$ cat src/rtl/mmu_pkg.sv
package mmu_pkg;
   localparam int PTE_SUPER_BIT = 31;
   localparam int PTE_BIG_BIT   = 30;
   localparam int PTE_WR_BIT    = 29;
   localparam int PTE_VLD_BIT   = 28;

   localparam logic [2:0] RA_CTRL    = 3'd0;
   localparam logic [2:0] RA_BASE    = 3'd1;
   localparam logic [2:0] RA_SCRATCH = 3'd2;
   localparam logic [2:0] RA_FSTAT   = 3'd3;
   localparam logic [2:0] RA_FVA     = 3'd4;

   localparam int CTRL_CLR_BIT = 8;

   typedef enum logic [1:0] {ST_IDLE, ST_REQ, ST_WAIT} walk_st_e;
   typedef enum logic [1:0] {SZ_4K = 2'd0, SZ_BIG = 2'd1, SZ_SUPER = 2'd2} pg_size_e;
endpackage

$ cat src/rtl/mmu_tlb.sv
module mmu_tlb import mmu_pkg::*; #(
   parameter int DEPTH      = 8,
   parameter int VPN_W      = 20,
   parameter int PFN_W      = 24,
   parameter int BIG_BITS   = 4,
   parameter int SUPER_BITS = 8
) (
   input  logic             clk,
   input  logic             rst_n,
   input  logic             flush,
   input  logic [VPN_W-1:0] lk_vpn,
   output logic             lk_hit,
   output logic [PFN_W-1:0] lk_pfn,
   output logic             lk_wr,
   input  logic             ins_en,
   input  logic [VPN_W-1:0] ins_vpn,
   input  logic [PFN_W-1:0] ins_pfn,
   input  logic             ins_wr,
   input  pg_size_e         ins_size
);
   localparam int IDX_W = (DEPTH > 1) ? $clog2(DEPTH) : 1;
   localparam logic [IDX_W-1:0] LAST = IDX_W'(DEPTH - 1);

   logic [DEPTH-1:0]            hit_vec;
   logic [DEPTH-1:0]            wr_vec;
   logic [DEPTH-1:0][PFN_W-1:0] mrg_vec;
   logic [IDX_W-1:0]            rr_ptr;

   for (genvar i = 0; i < DEPTH; i++) begin : g_ent
      logic                  v_q;
      logic [VPN_W-1:0]      tag_q;
      logic [PFN_W-1:0]      pfn_q;
      logic                  wr_q;
      pg_size_e              sz_q;
      logic [SUPER_BITS-1:0] lm;
      logic                  sel;

      assign sel = ins_en && (rr_ptr == IDX_W'(i));

      always_comb begin
         unique case (sz_q)
            SZ_BIG:   lm = SUPER_BITS'((1 << BIG_BITS) - 1);
            SZ_SUPER: lm = '1;
            default:  lm = '0;
         endcase
      end

      assign hit_vec[i] = v_q &&
         (((tag_q ^ lk_vpn) & {{(VPN_W-SUPER_BITS){1'b1}}, ~lm}) == '0);
      assign mrg_vec[i] = {pfn_q[PFN_W-1:SUPER_BITS],
                           (pfn_q[SUPER_BITS-1:0] & ~lm) | (lk_vpn[SUPER_BITS-1:0] & lm)};
      assign wr_vec[i]  = wr_q;

      always_ff @(posedge clk or negedge rst_n) begin
         if (!rst_n)     v_q <= 1'b0;
         else if (flush) v_q <= 1'b0;
         else if (sel)   v_q <= 1'b1;
      end

      always_ff @(posedge clk) begin
         if (sel) begin
            tag_q <= ins_vpn;
            pfn_q <= ins_pfn;
            wr_q  <= ins_wr;
            sz_q  <= ins_size;
         end
      end
   end

   always_ff @(posedge clk or negedge rst_n) begin
      if (!rst_n)      rr_ptr <= '0;
      else if (flush)  rr_ptr <= '0;
      else if (ins_en) rr_ptr <= (rr_ptr == LAST) ? '0 : rr_ptr + 1'b1;
   end

   always_comb begin
      lk_hit = |hit_vec;
      lk_pfn = '0;
      lk_wr  = 1'b0;
      for (int i = DEPTH - 1; i >= 0; i--) begin
         if (hit_vec[i]) begin
            lk_pfn = mrg_vec[i];
            lk_wr  = wr_vec[i];
         end
      end
   end
endmodule

$ cat src/rtl/mmu_regs.sv
module mmu_regs import mmu_pkg::*; #(
   parameter int VA_W  = 32,
   parameter int PFN_W = 24
) (
   input  logic             clk,
   input  logic             rst_n,
   input  logic             cfg_we,
   input  logic [2:0]       cfg_addr,
   input  logic [31:0]      cfg_wdata,
   output logic [31:0]      cfg_rdata,
   input  logic             clr_busy,
   output logic             clr_cmd,
   output logic             mmu_en,
   output logic             inv_abt_en,
   output logic             wv_abt_en,
   output logic [PFN_W-1:0] base_pfn,
   output logic             scr_en,
   output logic [PFN_W-1:0] scr_pfn,
   input  logic             set_inv,
   input  logic             set_wv,
   input  logic [VA_W-1:0]  fault_va,
   output logic [1:0]       fstat,
   output logic             irq
);
   logic [4:0]      ctrl_q;
   logic [VA_W-1:0] fva_q;
   logic [1:0]      fs_kept;
   logic            unused_wdata;

   assign mmu_en     = ctrl_q[0];
   assign inv_abt_en = ctrl_q[1];
   assign wv_abt_en  = ctrl_q[3];
   assign clr_cmd    = cfg_we && (cfg_addr == RA_CTRL) && cfg_wdata[CTRL_CLR_BIT];
   assign irq        = (fstat[0] && ctrl_q[2]) || (fstat[1] && ctrl_q[4]);
   assign fs_kept    = (cfg_we && cfg_addr == RA_FSTAT) ? (fstat & ~cfg_wdata[1:0]) : fstat;
   assign unused_wdata = ^{cfg_wdata[30:PFN_W], cfg_wdata[7:5]};

   always_ff @(posedge clk or negedge rst_n) begin
      if (!rst_n) begin
         ctrl_q   <= '0;
         base_pfn <= '0;
         scr_en   <= 1'b0;
         scr_pfn  <= '0;
         fstat    <= '0;
         fva_q    <= '0;
      end else begin
         if (cfg_we) begin
            unique case (cfg_addr)
               RA_CTRL: ctrl_q   <= cfg_wdata[4:0];
               RA_BASE: base_pfn <= cfg_wdata[PFN_W-1:0];
               RA_SCRATCH: begin
                  scr_pfn <= cfg_wdata[PFN_W-1:0];
                  scr_en  <= cfg_wdata[31];
               end
               default: ;
            endcase
         end
         fstat <= fs_kept | {set_wv, set_inv};
         if ((set_inv || set_wv) && fs_kept == 2'b00) fva_q <= fault_va;
      end
   end

   always_comb begin
      unique case (cfg_addr)
         RA_CTRL:    cfg_rdata = {23'd0, clr_busy, 3'd0, ctrl_q};
         RA_BASE:    cfg_rdata = 32'(base_pfn);
         RA_SCRATCH: cfg_rdata = {scr_en, (31-PFN_W)'(0), scr_pfn};
         RA_FSTAT:   cfg_rdata = {30'd0, fstat};
         RA_FVA:     cfg_rdata = 32'(fva_q);
         default:    cfg_rdata = '0;
      endcase
   end
endmodule

$ cat src/rtl/mmu_fault.sv
module mmu_fault #(
   parameter int PFN_W = 24
) (
   input  logic             pte_vld,
   input  logic             pte_wr,
   input  logic             is_write,
   input  logic             inv_abt_en,
   input  logic             wv_abt_en,
   input  logic             scr_en,
   input  logic [PFN_W-1:0] scr_pfn,
   input  logic [PFN_W-1:0] xl_pfn,
   output logic             f_inv,
   output logic             f_wv,
   output logic             abort,
   output logic [PFN_W-1:0] out_pfn
);
   assign f_inv   = !pte_vld;
   assign f_wv    = pte_vld && is_write && !pte_wr;
   assign abort   = !scr_en && ((f_inv && inv_abt_en) || (f_wv && wv_abt_en));
   assign out_pfn = (scr_en && (f_inv || f_wv)) ? scr_pfn : xl_pfn;
endmodule

$ cat src/rtl/mmu_xlate.sv
module mmu_xlate import mmu_pkg::*; #(
   parameter int VA_W       = 32,
   parameter int PAGE_SHIFT = 12,
   parameter int PFN_W      = 24,
   parameter int TLB_DEPTH  = 8,
   parameter int BIG_BITS   = 4,
   parameter int SUPER_BITS = 8,
   localparam int VPN_W     = VA_W - PAGE_SHIFT,
   localparam int PA_W      = PFN_W + PAGE_SHIFT
) (
   input  logic            clk,
   input  logic            rst_n,
   input  logic            req_valid,
   output logic            req_ready,
   input  logic [VA_W-1:0] req_va,
   input  logic            req_write,
   output logic            rsp_valid,
   output logic [PA_W-1:0] rsp_pa,
   output logic            rsp_abort,
   output logic            pt_rd_valid,
   input  logic            pt_rd_ready,
   output logic [PA_W-1:0] pt_rd_addr,
   input  logic            pt_rsp_valid,
   input  logic [31:0]     pt_rsp_data,
   input  logic            cfg_we,
   input  logic [2:0]      cfg_addr,
   input  logic [31:0]     cfg_wdata,
   output logic [31:0]     cfg_rdata,
   output logic            irq
);
   if (VA_W > 32 || PA_W < VA_W) begin : g_bad_width
      $error("mmu_xlate: address widths out of range");
   end
   if (PFN_W > PTE_VLD_BIT) begin : g_bad_pfn
      $error("mmu_xlate: frame field overlaps entry flags");
   end
   if (BIG_BITS >= SUPER_BITS || SUPER_BITS > VPN_W || SUPER_BITS > PFN_W) begin : g_bad_size
      $error("mmu_xlate: region size parameters inconsistent");
   end
   if (TLB_DEPTH < 1) begin : g_bad_depth
      $error("mmu_xlate: cache depth must be at least one");
   end

   walk_st_e          state;
   logic [VA_W-1:0]   hold_va;
   logic              hold_wr;
   logic              clr_pend;
   logic              clr_cmd;
   logic              mmu_en, inv_abt_en, wv_abt_en, scr_en;
   logic [PFN_W-1:0]  base_pfn, scr_pfn;
   logic [1:0]        fstat;
   logic              accept, fetch_done, tlb_res, resolve, pass, flush, ins_en;
   logic              lk_hit, lk_wr;
   logic [PFN_W-1:0]  lk_pfn;
   pg_size_e          f_size;
   logic [SUPER_BITS-1:0] f_lm;
   logic [PFN_W-1:0]  f_pfn, xl_pfn, out_pfn;
   logic              pte_vld, pte_wr, cur_wr;
   logic [VA_W-1:0]   cur_va;
   logic              f_inv, f_wv, f_abort, set_inv, set_wv;
   logic              unused_data;

   assign req_ready  = (state == ST_IDLE) && !clr_pend;
   assign accept     = req_valid && req_ready;
   assign pass       = accept && !mmu_en;
   assign tlb_res    = accept && mmu_en && lk_hit;
   assign fetch_done = (state == ST_WAIT) && pt_rsp_valid;
   assign resolve    = tlb_res || fetch_done;
   assign flush      = clr_pend && (state == ST_IDLE);
   assign ins_en     = fetch_done && pt_rsp_data[PTE_VLD_BIT];
   assign unused_data = ^pt_rsp_data[27:PFN_W];

   always_comb begin
      if (pt_rsp_data[PTE_SUPER_BIT])    f_size = SZ_SUPER;
      else if (pt_rsp_data[PTE_BIG_BIT]) f_size = SZ_BIG;
      else                               f_size = SZ_4K;
      unique case (f_size)
         SZ_BIG:   f_lm = SUPER_BITS'((1 << BIG_BITS) - 1);
         SZ_SUPER: f_lm = '1;
         default:  f_lm = '0;
      endcase
   end

   assign f_pfn  = {pt_rsp_data[PFN_W-1:SUPER_BITS],
                    (pt_rsp_data[SUPER_BITS-1:0] & ~f_lm) |
                    (hold_va[PAGE_SHIFT +: SUPER_BITS] & f_lm)};
   assign pte_vld = fetch_done ? pt_rsp_data[PTE_VLD_BIT] : 1'b1;
   assign pte_wr  = fetch_done ? pt_rsp_data[PTE_WR_BIT]  : lk_wr;
   assign xl_pfn  = fetch_done ? f_pfn   : lk_pfn;
   assign cur_va  = fetch_done ? hold_va : req_va;
   assign cur_wr  = fetch_done ? hold_wr : req_write;
   assign set_inv = resolve && f_inv;
   assign set_wv  = resolve && f_wv;

   assign pt_rd_valid = (state == ST_REQ);
   assign pt_rd_addr  = {base_pfn, PAGE_SHIFT'(0)} + PA_W'({hold_va[VA_W-1:PAGE_SHIFT], 2'b00});

   mmu_tlb #(
      .DEPTH(TLB_DEPTH), .VPN_W(VPN_W), .PFN_W(PFN_W),
      .BIG_BITS(BIG_BITS), .SUPER_BITS(SUPER_BITS)
   ) u_tlb (
      .clk(clk), .rst_n(rst_n), .flush(flush),
      .lk_vpn(req_va[VA_W-1:PAGE_SHIFT]), .lk_hit(lk_hit), .lk_pfn(lk_pfn), .lk_wr(lk_wr),
      .ins_en(ins_en), .ins_vpn(hold_va[VA_W-1:PAGE_SHIFT]),
      .ins_pfn(pt_rsp_data[PFN_W-1:0]), .ins_wr(pt_rsp_data[PTE_WR_BIT]), .ins_size(f_size)
   );

   mmu_regs #(.VA_W(VA_W), .PFN_W(PFN_W)) u_regs (
      .clk(clk), .rst_n(rst_n),
      .cfg_we(cfg_we), .cfg_addr(cfg_addr), .cfg_wdata(cfg_wdata), .cfg_rdata(cfg_rdata),
      .clr_busy(clr_pend), .clr_cmd(clr_cmd),
      .mmu_en(mmu_en), .inv_abt_en(inv_abt_en), .wv_abt_en(wv_abt_en),
      .base_pfn(base_pfn), .scr_en(scr_en), .scr_pfn(scr_pfn),
      .set_inv(set_inv), .set_wv(set_wv), .fault_va(cur_va),
      .fstat(fstat), .irq(irq)
   );

   mmu_fault #(.PFN_W(PFN_W)) u_fault (
      .pte_vld(pte_vld), .pte_wr(pte_wr), .is_write(cur_wr),
      .inv_abt_en(inv_abt_en), .wv_abt_en(wv_abt_en),
      .scr_en(scr_en), .scr_pfn(scr_pfn), .xl_pfn(xl_pfn),
      .f_inv(f_inv), .f_wv(f_wv), .abort(f_abort), .out_pfn(out_pfn)
   );

   always_ff @(posedge clk or negedge rst_n) begin
      if (!rst_n) begin
         state    <= ST_IDLE;
         hold_va  <= '0;
         hold_wr  <= 1'b0;
         clr_pend <= 1'b0;
      end else begin
         if (clr_cmd)    clr_pend <= 1'b1;
         else if (flush) clr_pend <= 1'b0;
         unique case (state)
            ST_IDLE: if (accept && mmu_en && !lk_hit) begin
               hold_va <= req_va;
               hold_wr <= req_write;
               state   <= ST_REQ;
            end
            ST_REQ:  if (pt_rd_ready)  state <= ST_WAIT;
            ST_WAIT: if (pt_rsp_valid) state <= ST_IDLE;
            default: state <= ST_IDLE;
         endcase
      end
   end

   always_ff @(posedge clk or negedge rst_n) begin
      if (!rst_n) begin
         rsp_valid <= 1'b0;
         rsp_pa    <= '0;
         rsp_abort <= 1'b0;
      end else begin
         rsp_valid <= resolve || pass;
         rsp_abort <= resolve && f_abort;
         if (pass)         rsp_pa <= PA_W'(req_va);
         else if (resolve) rsp_pa <= {out_pfn, cur_va[PAGE_SHIFT-1:0]};
      end
   end
endmodule

$ cat config.mk
export PLATFORM = sky130hd
export DESIGN_NAME = mmu_xlate
export DESIGN_NICKNAME = d
export VERILOG_FILES = /design/src/rtl/mmu_pkg.sv /design/src/rtl/mmu_tlb.sv /design/src/rtl/mmu_regs.sv /design/src/rtl/mmu_fault.sv /design/src/rtl/mmu_xlate.sv
export SDC_FILE = /design/constraint.sdc
export NUM_CORES = 1
export LEC_CHECK = 0
export ABC_CLOCK_PERIOD_IN_PS = 9500
export BUFFER_PORTS_ARGS = -buffer_cell sky130_fd_sc_hd__buf_2
export CAP_MARGIN = 20
export CELL_PAD_IN_SITES_DETAIL_PLACEMENT = 0
export CELL_PAD_IN_SITES_GLOBAL_PLACEMENT = 1
export CORE_MARGIN = 4
export CORE_UTILIZATION = 53
export DETAILED_ROUTE_END_ITERATION = 12
export PLACE_DENSITY = 0.92
export SLEW_MARGIN = 10
export SYNTH_ARGS = -nofsm -noshare
export SYNTH_HDL_FRONTEND = slang
export SYNTH_SLANG_ARGS = --single-unit
$ cat constraint.sdc
create_clock -name clk -period 9.5 [get_ports clk]
set_input_delay 0.475 -clock clk [delete_from_list [all_inputs] [get_ports clk]]
set_output_delay 0.475 -clock clk [all_outputs]
set_load 0.05 [all_outputs]
==> results_dict.tcl, run 1 <==
set metrics [dict create \
    status "complete, no violations" \
    leakage_nw 11.0 \
    fin_nets 2255 \
    fin_crit_ns 4.83 \
    cts_inserted_buffers 55 \
    synth-simple-area-share_pct 9.82 \
    yosysTopAreaCell "edfxtp_1" \
    syn2layout_area_growth_pct 13.0 \
    overflow 0 \
    die_area_sq_mm 0.0519 \
    post_route_cells_drive_above_1_share_pct 22.9 \
    coreArea_sq_mm 0.0477 \
    finalSetupViolations 0 \
    drc 0 \
    synth_edf_count 376 \
    power_mw 7.53 \
    clockPowerShare_pct 29.8 \
    synth-seq-area-share_pct 61.1 \
    synthCells 1962 \
    power_density_mw_per_mm2 261 \
    cts_tree "yes" \
    grt_antenna_before_repair 4 \
    synth-compound-area-share_pct 9.47 \
    synth_top_family_by_area "simple AND/OR/NAND/NOR gates" \
    cts.sink_count 549 \
    switchingPower_mw 2.68 \
    rsz0062_at_grt "no" \
    tns_ns 0 \
    cts.path.max_buffers 3 \
    period_share_pct 50.8 \
    end_kind "register" \
    die_x_um 228 \
    fmax_ghz 0.207 \
    synth.distinct_cells 77 \
    ys.flop_type "edfxtp_1" \
    drv_cap 0 \
    grt_max_degree 93 \
    synthAdderAreaFrac_pct 1.35 \
    clk_pin_slew_ns 0.06 \
    drt_iter0_markers 2009 \
    path_class "register to register" \
    synth.most_common_cell "edfxtp_1" \
    ir_drop_v 0.000342 \
    hold_slack_ns 0.0805 \
    gp_congestion 0.918 \
    drt-vias-per-instance 6.27 \
    arrival_ns 5.31 \
    cts_htree_levels 2 \
    place.port_buffers 201 \
    synth_area_per_cell_sq_um 13.0 \
    initial_core_util_pct 53.6 \
    ys_ff_latch 549 \
    vias 17500 \
    rows 80 \
    dp_hpwl_mm 49.6 \
    clkLatencyLatePin_ns 0.63 \
    synth_area_leaders "edfxtp_1 (44%), dfrtp_1 (17%), xnor2_1 (4.8%), mux2_2 (4.5%), nand2_1 (2.4%)" \
    cpPeakStageDelay_ns 0.98 \
    ant_nets 0 \
    min_path_type "primary input to register" \
    critical_path.cell_chain "ha_1 > o41ai_1 > o21ai_1 > buf_4 > nand2b_1 > nand3_1 > nor4b_1 > and2_2 > mux2_2" \
    synth_top_area_share_pct 44.1 \
    dp_worst_setup_slack_ns 4.38 \
    cp_max_fo 35 \
    synth_common_cells "edfxtp_1 (376), dfrtp_1 (173), nand2_1 (165), xnor2_1 (139), mux2_2 (103)" \
    firstDrtPassIters 6 \
    worst_clock_skew_ns 0.0326 \
    synthArstFlopShare_pct 31.5 \
    cts.repair.resized 0 \
    crit_required_ns 9.99 \
    swShare_pct 35.6 \
    wl_per_cell_um 26.7 \
    maxSlewViolCount 0 \
    max-slew-margin-rel_pct 24.1 \
    synthMuxAreaShare_pct 8.96 \
    synth.yosys.warnings 0 \
    synth_area_sq_mm 0.0256 \
    wirelength_mm 74.4 \
    pwr-share-comb_pct 25.3 \
    ioPinCount 215 \
    grt_pass1_vias 17500 \
    start_kind "register" \
    grt_use_total_pct 27.9 \
    worst_pin_slew_ns 1.14 \
    die_h_um 228 \
    power_frac_seq_pct 44.9 \
    hold_viol 0 \
    fin_util_pct 60.5 \
    internal-power_mw 4.85 \
    synth-xor-area-share_pct 6.23 \
    setup_ws_ns 4.67 \
    cts_root_buf "clkbuf_16" \
    cp_slowest_cell "and2_2" \
    grt_pass1_wl_mm 111 \
]
==> what timing repair did <==
item                                    in CTS  in global routing
buffers inserted                             0                  0
endpoints found under the setup margin       0                  0
hold buffers                                 1                  0
hold endpoints to repair                    91                  0
==> critical path, delay by kind of cell, from the launching register on <==
family	cells	cell delay (ns)
AO/OA/AOI/OAI	2	0.26
AND/OR/NAND/NOR	4	2.95
adder cells (fa/ha/maj)	1	0.43
flip-flops	1	0.37
buffers and inverters	1	0.25
multiplexers	1	0.43
==> area by class of cell <==
| type | instances | area, sq um |
|---|---|---|
| fillers | 3577 | 18800 |
| flip-flops and latches | 549 | 15600 |
| multi-input cells | 1255 | 9240 |
| clock buffers | 80 | 1570 |
| repair buffers | 233 | 1290 |
| well taps | 615 | 769 |
| clock inverters | 23 | 299 |
| inverters | 28 | 105 |
| diodes | 3 | 7.51 |
==> layer usage <==
layer | track usage (%) | vias to the layer above | part of all wire [%]
li1 | - | 7658 | -
met2 | 45.6 | 997 | 47
met3 | 5.61 | 160 | 9.9
met5 | 0 | - | 0.022
met1 | 37.2 | 8649 | 39
met4 | 10.7 | 2 | 4.2
==> placed cells by master (no fill, tap or decap), drive strengths merged, types with 5 or more instances in the layout <==
cell     instances
mux2i           58
nand4           53
a221o           20
nand2b           6
nor4            26
a21o            18
xor2            41
and3            44
a21oi           38
ha              26
nor2            65
a31o            14
a211oi          13
dfrtp          173
or3              8
o41ai           16
inv             32
o211ai           8
and2            26
or4              6
o221ai           9
clkbuf          81
bufinv           5
a31oi            8
edfxtp         376
nand3           30
or2              8
xnor2          140
o21ai          100
mux2           142
buf            231
o21a            18
nor3            32
a2111oi          9
o22ai           20
clkinv          11
nand2          165
nor2b           15
a221oi          12
a22oi           26
==> worst paths after layout <==
check / from / end / slack [ns] / cells past startpoint
max in group asynchronous: rst_n / hold_va[15]$_DFFE_PN0P_ / 7.75 / 4
worst min-delay path: pt_rd_ready / state[1]$_DFFE_PN0P_ / 0.08 / 2
worst min register to register: hold_va[9]$_DFFE_PN0P_ / hold_va[9]$_DFFE_PN0P_ / 0.48 / 1
worst max register to register: u_tlb.g_ent[4].sz_q[1]$_DFFE_PP_ / hold_va[13]$_DFFE_PN0P_ / 4.67 / 9
worst max-delay path: u_tlb.g_ent[4].sz_q[1]$_DFFE_PP_ / hold_va[13]$_DFFE_PN0P_ / 4.67 / 9
min in group asynchronous: rst_n / u_regs.fva_q[22]$_DFFE_PN0P_ / 0.49 / 2
==> per-stage QoR <==
stage,cell area [sq um],std cells
3_5_place_dp,27000,2676
5_1_grt,28900,2783
3_3_place_gp,26900,2675
2_1_floorplan,25600,1963
4_1_cts,28800,2780
6_report,28900,2786
==> flip-flops by register name, summed over array words and instances, names as in the netlist, 2 cells and up <==
| name | cells |
|---|---|
| u_tlb.g_ent.tag_q | 160 |
| u_regs.fstat | 2 |
| hold_va | 32 |
| u_regs.base_pfn | 24 |
| u_tlb.g_ent.sz_q | 16 |
| u_regs.ctrl_q | 5 |
| u_tlb.g_ent.v_q | 8 |
| u_tlb.g_ent.wr_q | 8 |
| rsp_pa | 36 |
| u_regs.scr_pfn | 24 |
| u_tlb.rr_ptr | 3 |
| state | 2 |
| u_regs.fva_q | 32 |
| u_tlb.g_ent.pfn_q | 192 |
==> kinds of logic after synthesis <==
| group | count (synthesis) |
|---|---|
| XOR/XNOR | 181 |
| AND/OR/NAND/NOR | 494 |
| adder cells (fa/ha/maj) | 27 |
| multiplexers | 200 |
| buffers and inverters | 159 |
| flip-flops | 549 |
| AO/OA/AOI/OAI | 351 |
| other | 1 |
==> power by group through the flow <==
stage,Clock [mW],Combinational (mW),Sequential (mW)
3_3_place_gp,0,1.85,3.41
4_1_cts,2.26,1.90,3.38
2_1_floorplan,0,1.23,3.44
3_5_place_dp,0,1.88,3.43
5_1_grt,2.36,2.02,3.42
6_report,2.24,1.90,3.39
(Power assumes the default switching activity.)
==> inputs of run 2 (changes only) <==
--- a/config.mk
+++ b/config.mk
@@ -5,15 +5,15 @@
 export SDC_FILE = /design/constraint.sdc
 export NUM_CORES = 1
 export LEC_CHECK = 0
-export ABC_CLOCK_PERIOD_IN_PS = 9500
+export ABC_CLOCK_PERIOD_IN_PS = 4900
 export BUFFER_PORTS_ARGS = -buffer_cell sky130_fd_sc_hd__buf_2
 export CAP_MARGIN = 20
 export CELL_PAD_IN_SITES_DETAIL_PLACEMENT = 0
 export CELL_PAD_IN_SITES_GLOBAL_PLACEMENT = 1
 export CORE_MARGIN = 4
-export CORE_UTILIZATION = 53
+export CORE_UTILIZATION = 50
 export DETAILED_ROUTE_END_ITERATION = 12
-export PLACE_DENSITY = 0.92
+export PLACE_DENSITY = 0.88
 export SLEW_MARGIN = 10
 export SYNTH_ARGS = -nofsm -noshare
 export SYNTH_HDL_FRONTEND = slang
==> constraint.sdc (replaced) <==
create_clock -name clk -period 4.9 [get_ports clk]
set_input_delay 0.245 -clock clk [delete_from_list [all_inputs] [get_ports clk]]
set_output_delay 0.245 -clock clk [all_outputs]
set_load 0.05 [all_outputs]
==> results_dict.tcl, run 2 (synthesis gave the netlist of run 1 again) <==
set metrics [dict create \
    cpPeakStageDelay_ns 0.72 \
    ant_nets 0 \
    arrival_ns 4.16 \
    ir_drop_v 0.000650 \
    fillCellCount 3916 \
    crit_required_ns 4.66 \
    finalSetupViolations 0 \
    clk_pin_slew_ns 0.07 \
    stdcell_count 2931 \
    vias 17800 \
    post_route_cells_drive_above_1_share_pct 22.7 \
    max-slew-margin-rel_pct 26.3 \
    cp_slowest_cell "dfrtp_1" \
    die_h_um 234 \
    grt_use_total_pct 27.0 \
    gp_congestion 0.916 \
    reg_top3 "u_tlb.g_ent.pfn_q (192), u_tlb.g_ent.tag_q (160), rsp_pa (36)" \
    start_kind "register" \
    place.port_buffers 201 \
    setup_ws_ns 0.490 \
    fin_util_pct 59.0 \
    met3_usage_pct 4.94 \
    initial_core_util_pct 50.8 \
    internal-power_mw 9.42 \
    status "complete, no violations" \
    leakage_nw 11.3 \
    worst_pin_slew_ns 1.11 \
    hold_viol 0 \
    pwr-share-comb_pct 25.6 \
    power_frac_seq_pct 45.0 \
    cts.path.max_buffers 3 \
    critical_path.cell_chain "ha_1 > inv_1 > fa_1 > nor2b_1 > o21ai_0 > a21boi_0 > o21ai_0 > a21oi_1 > o2111ai_1 > a21oi_1 > nand2_1 > xnor2_1 > buf_2" \
    min_path_type "primary input to register" \
    rows 82 \
    largest_reg_flops 192 \
    busiest_layer "met2" \
    path_buf_inv 2 \
    grt_antenna_before_repair 4 \
    cts_root_buf "clkbuf_16" \
    layout_common_cells "edfxtp_1 (376), buf_2 (200), dfrtp_1 (173), nand2_1 (165), xnor2_1 (139)" \
    fin_crit_ns 4.41 \
    critical-path-top-delay-family "compound AO/OA/AOI/OAI gates" \
    dp_worst_setup_slack_ns 0.650 \
    dp_hpwl_mm 51.4 \
    drv_cap 0 \
    drt-vias-per-instance 6.06 \
    power_density_mw_per_mm2 490 \
    clkLatencyLatePin_ns 0.62 \
    wl_per_cell_um 25.5 \
    overflow 0 \
    period_share_pct 90.0 \
    post_cts_buffers 0 \
    drt_iter0_markers 1813 \
    cp_max_fo 11 \
    cts.sink_count 549 \
    grt_pass1_vias 17700 \
    grt_util_met1_pct 36.7 \
    wirelength_mm 74.6 \
    grt_max_degree 80 \
    ioPinCount 215 \
    use_met2_pct 44.1 \
    maxSlewViolCount 0 \
    drc 0 \
    dp_cells 2756 \
    end_kind "output pin" \
    tns_ns 0 \
    path_class "register to output pin" \
    switchingPower_mw 5.15 \
    grt_pass1_wl_mm 111 \
    fmax_ghz 0.227 \
    largest-register "u_tlb.g_ent.pfn_q" \
    swShare_pct 35.4 \
    cts_tree "yes" \
    cts_inserted_buffers 56 \
    die_x_um 234 \
    worst_clock_skew_ns 0.0263 \
    coreArea_sq_mm 0.0504 \
    cts_htree_levels 2 \
    layout_commonest_cell "edfxtp_1" \
    fin_nets 2342 \
    firstDrtPassIters 7 \
    die_area_sq_mm 0.0549 \
    syn2layout_area_growth_pct 16.2 \
    rsz0062_at_grt "no" \
    clockPowerShare_pct 29.4 \
]
-- run 2: per-stage QoR --
step / hold slack (ns) / instance area (sq um) / total power, mW
2_1_floorplan: -0.0506 / 25600 / 9.04
3_3_place_gp: 0.331 / 27200 / 10.2
3_5_place_dp: 0.333 / 27200 / 10.3
4_1_cts: 0.00425 / 29700 / 14.6
5_1_grt: 0.0439 / 29700 / 15.1
6_report: 0.0377 / 29700 / 14.6
-- run 2: layout make-up --
class | count | area (sq um) | area share (%)
clock inverter | 25 | 283 | 0.951
timing repair buffer | 319 | 2090 | 7.02
tap | 672 | 841 | 2.83
sequential | 549 | 15600 | 52.6
inverter | 28 | 105 | 0.354
multi-input combinational | 1255 | 9230 | 31.0
antenna | 3 | 7.51 | 0.0253
clock buffer | 80 | 1550 | 5.22
-- run 2: path summary, 6_finish.rpt --
check,cells after the start,to,slack [ns],startpoint
worst max register to register,8,hold_va[19]$_DFFE_PN0P_,0.90,u_tlb.g_ent[4].sz_q[1]$_DFFE_PP_
max in group asynchronous,3,rsp_pa[1]$_DFFE_PN0P_,3.53,rst_n
min in group asynchronous,2,u_regs.base_pfn[9]$_DFFE_PN0P_,0.23,rst_n
worst min register to register,1,hold_va[6]$_DFFE_PN0P_,0.48,hold_va[6]$_DFFE_PN0P_
worst max-delay path,13,pt_rd_addr[34],0.49,hold_va[22]$_DFFE_PN0P_
worst min-delay path,2,u_regs.fstat[0]$_DFF_PN0_,0.04,pt_rsp_data[28]
-- run 2: layer usage --
| metal | part of all wire, % | up-vias | wire [um] |
|---|---|---|---|
| li1 | - | 7846 | - |
| met1 | 40 | 8829 | 30100 |
| met2 | 47 | 944 | 35100 |
| met3 | 9.1 | 134 | 6760 |
| met4 | 3.5 | 2 | 2640 |
| met5 | 0.015 | - | 11 |
-- run 2: timing repair --
action                    4_1_cts  5_1_grt
hold buffers                   66        0
gates resized for setup         0        0
hold endpoints to repair      370        0
-- run 2: power by group through the flow --
stage / combinational, mW / sequential (mW) / clock, mW
detailed placement: 3.66 / 6.63 / 0
global route: 3.96 / 6.63 / 4.53
CTS: 3.72 / 6.55 / 4.30
finish: 3.73 / 6.56 / 4.28
floorplan: 2.38 / 6.66 / 0
global placement: 3.59 / 6.61 / 0
==> inputs of run 3 (changes only) <==
--- a/config.mk
+++ b/config.mk
@@ -12,6 +12,7 @@
 export CELL_PAD_IN_SITES_GLOBAL_PLACEMENT = 1
 export CORE_MARGIN = 4
 export CORE_UTILIZATION = 50
+export CTS_BUF_LIST = sky130_fd_sc_hd__clkbuf_8 sky130_fd_sc_hd__clkbuf_16
 export DETAILED_ROUTE_END_ITERATION = 12
 export PLACE_DENSITY = 0.88
 export SLEW_MARGIN = 10
==> results_dict.tcl, run 3 (synthesis gave the netlist of run 1 again) <==
set metrics [dict create \
    fin_nets 2342 \
    power_mw 14.5 \
    hold_slack_ns 0.0355 \
    grt_pass1_vias 17700 \
    dp_worst_setup_slack_ns 0.650 \
    setup_ws_ns 0.533 \
    fillCellCount 3916 \
    layout_common_cells "edfxtp_1 (376), buf_2 (200), dfrtp_1 (173), nand2_1 (165), xnor2_1 (139)" \
    wirelength_mm 74.7 \
    largest-register "u_tlb.g_ent.pfn_q" \
    drc 0 \
    gp_congestion 0.916 \
    largest_reg_flops 192 \
    crit_required_ns 4.66 \
    crit_path_start "hold_va[22]$_DFFE_PN0P_" \
    cts_root_buf "clkbuf_16" \
    power_frac_seq_pct 45.1 \
    fin_crit_ns 4.37 \
    cts.sink_count 549 \
    worst_clock_skew_ns 0.0264 \
    syn2layout_area_growth_pct 16.2 \
    wl_per_cell_um 25.5 \
    place.port_buffers 201 \
    arrival_ns 4.12 \
    cts.path.max_buffers 3 \
    ioPinCount 215 \
    start_kind "register" \
    cts_htree_levels 2 \
    clockPowerShare_pct 29.2 \
    grt_antenna_before_repair 4 \
    firstDrtPassIters 5 \
    clkLatencyLatePin_ns 0.62 \
    die_h_um 234 \
    die_area_sq_mm 0.0549 \
    max-slew-margin-rel_pct 25.8 \
    cp_max_fo 11 \
    ant_nets 0 \
    cts_inserted_buffers 56 \
    reg_top3 "u_tlb.g_ent.pfn_q (192), u_tlb.g_ent.tag_q (160), rsp_pa (36)" \
    path_class "register to output pin" \
    finalSetupViolations 0 \
    layout_commonest_cell "edfxtp_1" \
    drt-vias-per-instance 6.06 \
    hold_viol 0 \
    min_path_type "primary input to register" \
    vias 17800 \
    switchingPower_mw 5.15 \
    status "complete, no violations" \
    cts_tree "yes" \
    power_density_mw_per_mm2 489 \
    maxSlewViolCount 0 \
    overflow 0 \
    fin_util_pct 59.0 \
    clk_pin_slew_ns 0.07 \
    drt_iter0_markers 2000 \
    post_route_cells_drive_above_1_share_pct 22.7 \
    ir_drop_v 0.000650 \
    rsz0062_at_grt "no" \
    initial_core_util_pct 50.8 \
    coreArea_sq_mm 0.0504 \
    dp_hpwl_mm 51.4 \
    die_x_um 234 \
    r2r-start "u_tlb.g_ent[4].sz_q[1]$_DFFE_PP_" \
    fmax_ghz 0.229 \
    rows 82 \
    pwr-share-comb_pct 25.7 \
    swShare_pct 35.5 \
    internal-power_mw 9.38 \
    drv_cap 0 \
    leakage_nw 11.4 \
    end_kind "output pin" \
    hold_path.startpoint "pt_rsp_data[28]" \
    worst_pin_slew_ns 1.11 \
    period_share_pct 89.1 \
    grt_max_degree 80 \
    grt_pass1_wl_mm 111 \
    grt_use_total_pct 27.0 \
]
run 3: cell count changes in the layout (fill, tap and decap cells not counted):
cell / previous run / this run
clkbuf_1: 19 / 0
inv_1: 28 / 47
diode_2: 3 / 4
run 3: power by group through the flow:
stage | clock [mW] | combinational [mW] | sequential, mW
CTS | 4.27 | 3.72 | 6.55
global placement | 0 | 3.59 | 6.61
finish | 4.24 | 3.73 | 6.56
detailed placement | 0 | 3.66 | 6.63
global route | 4.50 | 3.96 | 6.63
floorplan | 0 | 2.38 | 6.66
run 3: layout make-up:
class                   instances  area [sq um]  area share [%]
repair buffers                319          2090            7.02
clock buffers                  61          1480            4.98
diodes                          4          10.0          0.0337
flip-flops and latches        549         15600            52.5
inverters                      28           105           0.354
well taps                     672           841            2.83
multi-input cells            1255          9230            31.0
clock inverters                44           354            1.19
run 3: routing by layer:
metal  share of wire (%)  global-route usage, %  vias to the layer above
met5               0.015                      0                        -
met4                 3.5                   9.43                        2
met3                 9.7                   4.94                      134
met2                  47                   44.1                      972
met1                  40                   36.7                     8827
li1                    -                      -                     7833
run 3: final timing paths:
check	end	slack, ns	cells past startpoint
setup / recovery	pt_rd_addr[34]	0.53	13
hold / removal	u_regs.fstat[0]$_DFF_PN0_	0.04	2
setup reg to reg	hold_va[19]$_DFFE_PN0P_	0.87	8
hold reg to reg	hold_va[6]$_DFFE_PN0P_	0.48	1
max in group asynchronous	u_regs.scr_pfn[21]$_DFFE_PN0P_	3.49	3
min in group asynchronous	u_regs.base_pfn[9]$_DFFE_PN0P_	0.23	2
run 3: stage by stage:
step | TNS [ns] | cells | instance area (sq um)
floorplan | -14.02 | 1963 | 25600
global placement | 0 | 2756 | 27200
detailed placement | 0 | 2756 | 27200
CTS | 0 | 2927 | 29700
global route | 0 | 2929 | 29700
finish | 0 | 2932 | 29700
run 3: critical path: stages (launching register included):
cell and delay (ns):
dfrtp_1 0.70, ha_1 0.28, inv_1 0.06, fa_1 0.40
nor2b_1 0.11, o21ai_0 0.11, a21boi_0 0.29, o21ai_0 0.16
a21oi_1 0.21, o2111ai_1 0.22, a21oi_1 0.37, nand2_1 0.11
xnor2_1 0.19, buf_2 0.29
run 3: repair_timing:
item,in CTS,in global routing
resized for setup,0,0
setup buffers,0,0
endpoints found under the hold margin,370,0
hold buffers,66,0
